$ cat src/rtl/baud_pkg.sv
// Package: widths, register field positions and the decoded divisor
// configuration shared by the tick generator and its sub-blocks.
package baud_pkg;
    localparam int DATA_W    = 8;   // register write width
    localparam int N_W       = 6;   // mantissa width
    localparam int M_W       = 4;   // exponent width
    localparam int M_LO_W    = 2;   // exponent bits held in the divisor register
    localparam int M_HI_W    = M_W - M_LO_W;
    localparam int SCALE_BIT = 5;   // configuration: scaling enable
    localparam int PRE_BIT   = 4;   // configuration: divide-by-four
    localparam int PRE_RATIO = 4;   // predivider ratio

    localparam logic SEL_DIV = 1'b0;
    localparam logic SEL_CFG = 1'b1;

    typedef struct packed {
        logic [N_W-1:0] n_val;
        logic [M_W-1:0] m_exp;
        logic           scale_en;
        logic           pre_en;
    } div_cfg_t;
endpackage

$ cat src/rtl/baud_regs.sv
// Register holder: splits writes to the divisor and configuration
// registers into the decoded divisor fields. Assumes single-cycle writes.
module baud_regs
    import baud_pkg::*;
(
    input  logic              clk,
    input  logic              rst_n,
    input  logic              wr_en,
    input  logic              wr_sel,
    input  logic [DATA_W-1:0] wr_data,
    output div_cfg_t          cfg
);
    // Capture register writes into the decoded field set.
    always_ff @(posedge clk) begin
        if (!rst_n) begin
            cfg <= '0;
        end else if (wr_en) begin
            if (wr_sel == SEL_DIV) begin
                cfg.n_val              <= wr_data[N_W-1:0];
                cfg.m_exp[M_LO_W-1:0]  <= wr_data[DATA_W-1 -: M_LO_W];
            end else begin
                cfg.m_exp[M_W-1:M_LO_W] <= wr_data[DATA_W-1 -: M_HI_W];
                cfg.scale_en            <= wr_data[SCALE_BIT];
                cfg.pre_en              <= wr_data[PRE_BIT];
            end
        end
    end
endmodule

$ cat src/rtl/baud_prediv.sv
// Optional fixed predivider: when enabled, passes one of every RATIO
// input steps; when disabled, passes every step. Restart clears the phase.
module baud_prediv #(
    parameter int RATIO = 4
) (
    input  logic clk,
    input  logic rst_n,
    input  logic restart,
    input  logic enable,
    input  logic step_in,
    output logic step_out
);
    localparam int W = (RATIO > 1) ? $clog2(RATIO) : 1;
    localparam logic [W-1:0] LAST = W'(RATIO - 1);

    logic [W-1:0] phase;

    // Select between the thinned and the unthinned step.
    assign step_out = enable ? (step_in && (phase == LAST)) : step_in;

    // Advance the phase on each input step while enabled.
    always_ff @(posedge clk) begin
        if (!rst_n || restart) begin
            phase <= '0;
        end else if (enable && step_in) begin
            phase <= (phase == LAST) ? '0 : phase + W'(1);
        end
    end
endmodule

$ cat src/rtl/baud_prescale.sv
// Exponent prescaler: passes one of every 2^m_exp input steps.
// The terminal count is a thermometer mask built from m_exp.
module baud_prescale #(
    parameter int M_W = 4
) (
    input  logic           clk,
    input  logic           rst_n,
    input  logic           restart,
    input  logic           active,
    input  logic [M_W-1:0] m_exp,
    input  logic           step_in,
    output logic           step_out
);
    localparam int CW = (1 << M_W) - 1;

    logic [CW-1:0] count;
    logic [CW-1:0] limit;

    // Build 2^m_exp - 1 as a low-order run of ones.
    always_comb begin
        for (int i = 0; i < CW; i++) begin
            limit[i] = (i < int'(m_exp));
        end
    end

    // Emit a step when the count sits at its limit.
    assign step_out = step_in && (count == limit);

    // Count input steps, wrapping at the limit.
    always_ff @(posedge clk) begin
        if (!rst_n || restart) begin
            count <= '0;
        end else if (active && step_in) begin
            count <= (count == limit) ? '0 : count + CW'(1);
        end
    end
endmodule

$ cat src/rtl/baud_mant.sv
// Mantissa counter: flags done on every (n_val+1)-th input step.
module baud_mant #(
    parameter int N_W = 6
) (
    input  logic           clk,
    input  logic           rst_n,
    input  logic           restart,
    input  logic           active,
    input  logic [N_W-1:0] n_val,
    input  logic           step_in,
    output logic           done
);
    logic [N_W-1:0] count;

    // Done on the step that reaches the mantissa value.
    assign done = step_in && (count == n_val);

    // Count prescaled steps, wrapping at the mantissa value.
    always_ff @(posedge clk) begin
        if (!rst_n || restart) begin
            count <= '0;
        end else if (active && step_in) begin
            count <= (count == n_val) ? '0 : count + N_W'(1);
        end
    end
endmodule

$ cat src/rtl/baud_tick_gen.sv
// Top: oversampling tick generator dividing the enabled reference clock by
// (N+1)*2^M, optionally by four more, or bypassed to factor 1. Any register
// write restarts every stage. Tick is registered, one cycle wide.
module baud_tick_gen
    import baud_pkg::*;
(
    input  logic              clk,
    input  logic              rst_n,
    input  logic              clk_en,
    input  logic              wr_en,
    input  logic              wr_sel,
    input  logic [DATA_W-1:0] wr_data,
    output logic              tick
);
    div_cfg_t       cfg;
    logic [N_W-1:0] cfg_n;
    logic [M_W-1:0] cfg_m;
    logic           cfg_scale;
    logic           cfg_pre;
    logic           pre_step;
    logic           exp_step;
    logic           mant_done;
    logic           tick_next;

    assign cfg_n     = cfg.n_val;
    assign cfg_m     = cfg.m_exp;
    assign cfg_scale = cfg.scale_en;
    assign cfg_pre   = cfg.pre_en;

    baud_regs u_regs (
        .clk     (clk),
        .rst_n   (rst_n),
        .wr_en   (wr_en),
        .wr_sel  (wr_sel),
        .wr_data (wr_data),
        .cfg     (cfg)
    );

    baud_prediv #(.RATIO(PRE_RATIO)) u_prediv (
        .clk      (clk),
        .rst_n    (rst_n),
        .restart  (wr_en),
        .enable   (cfg_pre),
        .step_in  (clk_en),
        .step_out (pre_step)
    );

    baud_prescale #(.M_W(M_W)) u_prescale (
        .clk      (clk),
        .rst_n    (rst_n),
        .restart  (wr_en),
        .active   (cfg_scale),
        .m_exp    (cfg_m),
        .step_in  (pre_step),
        .step_out (exp_step)
    );

    baud_mant #(.N_W(N_W)) u_mant (
        .clk     (clk),
        .rst_n   (rst_n),
        .restart (wr_en),
        .active  (cfg_scale),
        .n_val   (cfg_n),
        .step_in (exp_step),
        .done    (mant_done)
    );

    // Bypass selects the predivided step directly.
    assign tick_next = cfg_scale ? mant_done : pre_step;

    // Register the tick; writes and reset suppress it.
    always_ff @(posedge clk) begin
        if (!rst_n || wr_en) begin
            tick <= 1'b0;
        end else begin
            tick <= tick_next;
        end
    end
endmodule

$ cat config.mk
export PLATFORM = sky130hd
export DESIGN_NAME = baud_tick_gen
export DESIGN_NICKNAME = d
export VERILOG_FILES = /design/src/rtl/baud_pkg.sv /design/src/rtl/baud_regs.sv /design/src/rtl/baud_prediv.sv /design/src/rtl/baud_prescale.sv /design/src/rtl/baud_mant.sv /design/src/rtl/baud_tick_gen.sv
export SDC_FILE = /design/constraint.sdc
export NUM_CORES = 1
export LEC_CHECK = 0
export BUFFER_PORTS_ARGS = -buffer_cell sky130_fd_sc_hd__buf_2
export CAP_MARGIN = 20
export CORE_UTILIZATION = 35
export CTS_BUF_LIST = sky130_fd_sc_hd__clkbuf_16
export CTS_CLUSTER_DIAMETER = 80
export CTS_CLUSTER_SIZE = 28
export DETAILED_ROUTE_END_ITERATION = 10
export PLACE_DENSITY = 0.52
export SETUP_SLACK_MARGIN = 0.02
export SLEW_MARGIN = 10
export SYNTH_ARGS = -nofsm -noshare
export SYNTH_HDL_FRONTEND = slang
export SYNTH_SLANG_ARGS = --single-unit
$ cat constraint.sdc
create_clock -name clk -period 3.7 [get_ports clk]
set_input_delay 0.555 -clock clk [delete_from_list [all_inputs] [get_ports clk]]
set_output_delay 0.555 -clock clk [all_outputs]
set_load 0.1 [all_outputs]
# Yosys cells after proc, flatten, opt, wreduce, memory -nomap -nowiden
# Index checks and enable logic that the tools add are counted.
# Widths: inputs -> output; s select.
# totals
ff_bits	36
in_bits	13
# classes
bitwise	1
eq_ne	3
add_sub_neg	3
mux	5
order_cmp	15
n_reduce_logical	10
# op_table
cell	n
$lt 4x4->1 const A	7
$lt 3x4->1 const A	4
$add 15x1->15 const B	1
$eq 15x15->1	1
$mux 15	1
$lt 1x4->1 const A	2
$lt 2x4->1 const A	2
$add 6x1->6 const B	1
$eq 6x6->1	1
$logic_and 1x1->1	6
$mux 6	1
$reduce_and 2->1	2
$add 2x1->2 const B	1
$eq 2x2->1 const B	1
$mux 1	2
$mux 2	1
$logic_not 1->1	1
$logic_or 1x1->1	1
$not 1->1	1

# Logic depth before layout (Yosys ltp)
# Gate-level depths: netlist of run 1.
# depth
ltp_word	6
depth_mapped	8

# By module
# From an unflattened synthesis of run 1, not the netlist that was laid out.
# hier_totals
cells_unflattened	231
area_unflattened_um2	2040.7
# by_module_without_submodules
mod	area_per_inst_um2	cells_each	instances
baud_prescale	1073.5	127	1
baud_regs	470.5	50	1
baud_mant	337.8	39	1
baud_prediv	116.4	12	1
baud_tick_gen	42.5	3	1

# Least setup slack after synthesis of run 1
# OpenSTA, ideal clock, no wires.
# synth_timing
path_type	reg2reg
startpoint	reg u_prescale.count[12]
endpoint	reg u_prescale.count[0]
arrival_ns	1.923
synth_period_minus_slack_ns	2.040
stages_incl_launch_ff	8
slack_ns	1.660
required_time_ns	3.583
cell_sequence	dfxtp_1 > or4_1 > o2bb2ai_1 > nor4_2 > nand4b_2 > o21ai_2 > buf_2 > nor2_1
# synth_via
elab_chain_cells	2
# synth_lines
element	line	source
start, declared	baud_prescale.sv:16	logic [CW-1:0] count;
start signal, assigned	baud_prescale.sv:34	count <= (count == limit) ? '0 : count + CW'(1);
$eq 15x15->1	baud_prescale.sv:34	
$mux 15	baud_prescale.sv:34	
# No other way between the ends.
# A chain may end at the register's enable or synchronous reset.

# Final worst setup path of run 1
# layout_timing
startpoint	reg u_prescale.count[11]
endpoint	reg u_prescale.count[7]
# The elaborated chain is that of the path after synthesis.

==> run metrics, run 1 <==
critical path endpoint category=register; final setup TNS=0 ps; CTS H-tree depth=2; Seq/Total Area, Yosys=between 30% and 40%; Post-Synthesis Cells=approximately 250; min-delay src=u_prediv.phase[1]; CTS Buf Count=5; hold slack=460 ps; post-DP HPWL=between 3000 and 4000 um; Worst Setup SP=u_prescale.count[11]; Sink Count=36; CP cell instances=or4_1 -> o2bb2ai_1 -> nor4_2 -> nand4b_2 -> o21ai_2 -> nor2_1; Clock Skew=6.58 ps; Arr. time, crit path=2540 ps; Total GRT Usage=16.3%; Post-CTS Setup Bufs=0; peak supply drop=roughly 0.18 mV; unrepaired setup endpoints after global routing=no; Max Clock Freq=0.416 GHz; drt drc=0; FP Rows=26; ant diodes=0; post-route clock period utilization=65.0%; Routed Antenna Nets=0; gpl congestion=approximately 0.77; max_cap viols=0; Crit Path Max Fanout=15; share of post-route cells with drive strength above 1=under 10%; Initial Utilization=a little under two fifths; Synth Register Bits=36; final setup fails=0; Hold WC Path Type=register to register; Overflow after GRT=0; CTS max path bufs=2; syn_area_per_cell=between 7 and 8 um^2; vias in the first global route=between 1500 and 2000; post-CTS sizing=0; Skew-Pair Late Insertion Delay=about 280 ps; Root Driver=clkbuf_16; reg-to-reg endpoint=u_prescale.count[7]; io pins=14; via count=1685; r2r setup slk=1290 ps; port buffer count=13; Hold-fix buffers, CTS=0; Netlist Area Pre-Place=around 0.0020 mm^2; Layout Utilization=between 40% and 50%; Vias/cell=between 5 and 6; die area=0.00589 mm^2; Setup CP Type=register to register; GR Util met2=24.8%; Slew headroom=about two fifths; pin count of the biggest net entering global routing=16; Slew Limit Fails=0; initial antenna violation count=0; Syn Nets=between 200 and 300; core area=0.00524 mm^2; status=finished, final reports clean; Worst-path clk slew=50 ps; DR iter-0 viols=82; drt wl/cell=around 13 um; Register-to-Register Path Depth=6; grt met1 use=between 20% and 30%; reg2reg start=u_prescale.count[11]; Max stage delay on crit path=600 ps; Syn-to-layout area delta=13.0%; first-pass GRT wire length=7660 um; CP Capture Point=u_prescale.count[7]; CP startpoint kind=register; Final nets=271; Synth warnings=0; final wirelength=4340 um; drt pass-1 iters=4; layer with the highest usage=met2; slowest stage cell, crit path=o21ai_2; min Tclk post-route=around 2400 ps; Slew @ Worst Pin=895 ps; leakage power=0.766 nW; final count of hold timing violations=0; GR Util met3=3.45%; die width=76.8 um; post-synth cell types=43; cell area power density=424 mW/mm^2; Required @ worst endpoint=3840 ps; die height=76.8 um; CTS tree=yes
[through the flow]
| step | cell area [um^2] | worst slack [ps] | instances | power, W |
|---|---|---|---|---|
| after floorplan | 1960 | 1660 | 249 | 0.000460 |
| after global placement | 2050 | 1180 | 318 | 0.000479 |
| after detailed placement | 2050 | 1180 | 318 | 0.000479 |
| after CTS | 2210 | 1280 | 326 | 0.000950 |
| after global routing | 2210 | 1040 | 326 | 0.000977 |
| final | 2210 | 1290 | 326 | 0.000939 |
[how the worst min path moves through the flow]
stage / slack, ps / endpoint / cells past startpoint
floorplan: 440 / u_prediv.phase[1] / 2
global placement: 460 / u_prediv.phase[1] / 2
detailed placement: 460 / u_prediv.phase[1] / 2
CTS: 460 / u_prediv.phase[1] / 2
global route: 490 / u_prediv.phase[1] / 2
finish: 460 / u_prediv.phase[1] / 2
[kinds of logic (layout without fill, tap and decap cells)]
| family | count (synthesis) | count (layout) | synth area share, % |
|---|---|---|---|
| AOI/OAI and AO/OA | 48 | 48 | 16.4 |
| DFF | 36 | 36 | 36.8 |
| muxes | 2 | 2 | 1.02 |
| adders and majority gates | 3 | 3 | 1.92 |
| and+or+nand+nor | 120 | 120 | 30.1 |
| buffers and inverters | 18 | 25 | 3.90 |
| xor gates and xnor gates | 22 | 22 | 9.85 |
[cell usage in the layout, fill, tap and decap left out, types with 2 or more instances in the layout]
cell type,Yosys,routed
inv_1,4,5
clkbuf_16,0,5
nor2_1,30,30
o21ai_0,4,4
nor3_1,7,7
a21oi_1,11,11
dfxtp_1,36,36
mux2i_1,2,2
nand2b_1,7,7
o311ai_0,4,4
or4b_2,2,2
nor2b_1,5,5
and3_1,3,3
nand2_1,38,38
o2bb2ai_1,2,2
nand3_1,12,12
o21ai_1,4,4
xnor2_1,14,14
xor2_1,8,8
or4_1,3,3
o22ai_1,2,2
ha_1,3,3
a211oi_1,2,2
nand4_1,4,4
a21boi_0,13,13
buf_2,1,13
[where the power goes]
group | switching [W] | internal (W)
clock | 0.000155 | 0.000314
combinational | 0.0000405 | 0.0000250
sequential | 0.0000102 | 0.000395
total | 0.000205 | 0.000733
[final cells by class]
cell class | instances | area (um^2)
Fill cell | 544 | 3030
Multi-Input combinational cell | 195 | 1160
Sequential cell | 36 | 721
Clock buffer | 5 | 125
Tap cell | 70 | 87.6
Timing Repair Buffer | 13 | 65.1
Clock inverter | 3 | 38.8
Inverter | 4 | 15.0
[Yosys cell counts, drive strengths merged]
| library cell | n | area share [%] |
|---|---|---|
| o32ai | 1 | 0.45 |
| a21oi | 11 | 2.8 |
| a211oi | 2 | 0.77 |
| o22ai | 2 | 0.64 |
| clkbuf | 11 | 2.1 |
| o21a | 1 | 0.38 |
| o31ai | 1 | 0.38 |
| and4 | 1 | 0.45 |
| nand4 | 4 | 1.3 |
| nor3 | 7 | 1.8 |
| a31oi | 1 | 0.32 |
| or4b | 2 | 1.0 |
| or3 | 1 | 0.32 |
| or2 | 1 | 0.32 |
| a21boi | 13 | 5.0 |
| dfxtp | 36 | 37 |
| nand2 | 38 | 7.3 |
| and2 | 1 | 0.32 |
| or4 | 3 | 1.2 |
| xor2 | 8 | 3.6 |
| ha | 3 | 1.9 |
| nand2b | 7 | 2.2 |
| o221ai | 1 | 0.45 |
| mux2i | 2 | 1.0 |
| xnor2 | 14 | 6.3 |
| o2bb2ai | 2 | 0.90 |
| nand3 | 12 | 3.1 |
| nand3b | 1 | 0.38 |
| nand4b | 1 | 0.77 |
| inv | 4 | 0.77 |
| nor4b | 1 | 0.45 |
| nor2 | 30 | 5.8 |
| nor4 | 2 | 0.96 |
| and3 | 3 | 0.96 |
| buf | 3 | 1.0 |
| o21ai | 9 | 2.5 |
| nor2b | 5 | 1.6 |
| o311ai | 4 | 1.8 |
[worst max-delay path: cells and delay by family, from the launching register on]
kind / cells / cell delay [ps]
flip-flops: 1 / 340
AO/OA/AOI/OAI: 2 / 750
AND/OR/NAND/NOR: 4 / 1180
[routing by layer]
metal  routed length, um  share of wire, %
met5                   0                 0
met4                  70               1.6
met3                 171               3.9
met2                1870                43
met1                2230                51
[flip-flops by register name, indices dropped and copies added (netlist names)]
signal and cells:
u_mant.count 6, u_regs.cfg 12, u_prediv.phase 2, tick 1
u_prescale.count 15
(Power assumes the default switching activity.)
==> run 2, diff against run 1 <==
==> constraint.sdc (replaced) <==
create_clock -name clk -period 2.35 [get_ports clk]
set_input_delay 0.3525 -clock clk [delete_from_list [all_inputs] [get_ports clk]]
set_output_delay 0.3525 -clock clk [all_outputs]
set_load 0.1 [all_outputs]
==> run 2 against run 1 <==
Against the previous run:
- clock skew fell by 2.3 ps
- first-iteration DRC count rose by 68%
- worst setup slack got worse by 1100 ps
- critical path type unchanged
- highest routed layer unchanged
- largest cell class unchanged
==> run metrics, run 2 (synthesis gave the netlist of run 1 again) <==
status=finished, final reports clean; Crit Path Max Fanout=6; Slew headroom=66.7%; Clock Skew=between 4 and 5 ps; post-DP HPWL=3090 um; top flop regs=u_prescale.count: 15 flops, u_regs.cfg: 12 flops, u_mant.count: 6 flops; io pins=14; CP bufs+invs=0; Vias/cell=between 5 and 6; Reg area=between 700 and 800 um^2; Placed Instances=324; Required @ worst endpoint=roughly 2500 ps; final setup TNS=0 ps; Slew @ Worst Pin=499 ps; Hold WC Path Type=input pin to register; FP Rows=26; Post-CTS Setup Bufs=0; port buffer count=13; initial antenna violation count=0; Arr. time, crit path=approximately 2300 ps; Worst-path clk slew=60 ps; post-route clock period utilization=92.0%; die height=~77 um; first-pass GRT wire length=around 7500 um; gpl congestion=between 0.7 and 0.8; max_cap viols=0; pin count of the biggest net entering global routing=15; die width=76.8 um; ant diodes=0; CP startpoint kind=register; CTS Buf Count=5; drt pass-1 iters=4; min Tclk post-route=2160 ps; drt wl/cell=~13 um; leakage power=0.793 nW; Routed Antenna Nets=0; vias in the first global route=about 1600; slowest stage cell, crit path=or4_1; peak supply drop=0.292 mV; Skew-Pair Late Insertion Delay=280 ps; via count=1690; most frequent cells in the layout=nand2_1 (38), dfxtp_1 (36), nor2_1 (30), xnor2_1 (14); Layout Utilization=43.2%; CTS tree=yes; area of the multi-input gates=approximately 0.0012 mm^2; critical path endpoint category=register; r2r setup slk=190 ps; DR iter-0 viols=138; post-route cell area=0.00226 mm^2; Syn-to-layout area delta=15.7%; share of post-route cells with drive strength above 1=12.6%; final setup fails=0; Root Driver=clkbuf_16; Final nets=277; post-CTS sizing=0; final count of hold timing violations=0; Top Family by Delay on Critical Path=simple AND/OR/NAND/NOR gates; core area=approximately 0.0052 mm^2; Slew Limit Fails=0; Max stage delay on crit path=~530 ps; drt drc=0; Sink Count=36; Initial Utilization=37.4%; CTS H-tree depth=2; Setup CP Type=register to register; filler cell count=544; unrepaired setup endpoints after global routing=yes; CP cell instances=or4_1 -> o2bb2ai_1 -> nor4_2 -> nand4b_2 -> o311ai_0 -> o21ai_1; hold slack=333 ps; Hold-fix buffers, CTS=0; Largest register FFs=15; die area=slightly below 0.006 mm^2; most common cell after layout, fill and taps aside=nand2_1; Overflow after GRT=0; non-filler cells, final=around 330; final wirelength=4310 um; Top reg by flops=u_prescale.count; Max Clock Freq=0.462 GHz; Total GRT Usage=16.2%; CTS max path bufs=2; cell area power density=664 mW/mm^2; Area after DPL=0.00209 mm^2
[run 2: cell types whose count changed in the layout (fill, tap and decap cells not counted)]
cell and change:
inv_1 -1, or2_1 -1, o311ai_0 -3, clkinvlp_4 +1, o311ai_1 +3, buf_4 +6, or2_4 +1
[run 2: tightest hold or removal path: stages]
cell and delay, ps:
buf_2 100, nand2_1 50, a21boi_0 60
[run 2: layout make-up]
class,count,area share (%)
clock buffer,5,5.53
sequential,36,31.8
timing repair buffer,19,4.86
multi-input combinational,195,51.4
clock inverter,3,1.88
inverter,4,0.663
tap,70,3.87
[run 2: power breakdown]
group / leakage (nW) / internal (W) / total (W) / switching, W
sequential: 0.291 / 0.000621 / 0.000637 / 0.0000157
clock: 0.0798 / 0.000498 / 0.000753 / 0.000255
combinational: 0.422 / 0.0000461 / 0.000114 / 0.0000676
total: 0.793 / 0.00117 / 0.00150 / 0.000338
[run 2: per-stage QoR]
step / worst slack, ps / power (W)
after floorplan: 310 / 0.000725
after global placement: 190 / 0.000764
after detailed placement: 121 / 0.000763
after CTS: 106 / 0.00152
after global routing: 3.77 / 0.00156
final: 187 / 0.00150
[run 2: path summary, 6_finish.rpt]
check | startpoint | endpoint | depth (start not counted)
setup / recovery | u_prescale.count[12] | u_mant.count[2] | 6
hold / removal | wr_data[2] | u_regs.cfg[8] | 3
setup reg to reg | u_prescale.count[12] | u_mant.count[2] | 6
hold reg to reg | u_prediv.phase[1] | u_prediv.phase[1] | 2
[run 2: routing by layer]
metal / vias to the layer above / GRT usage [%] / wire length [um]
li1: 886 / - / -
met1: 771 / 22.5 / 2250
met2: 26 / 23.6 / 1850
met3: 7 / 3.10 / 134
met4: 0 / 8.08 / 86
met5: - / 0 / 0
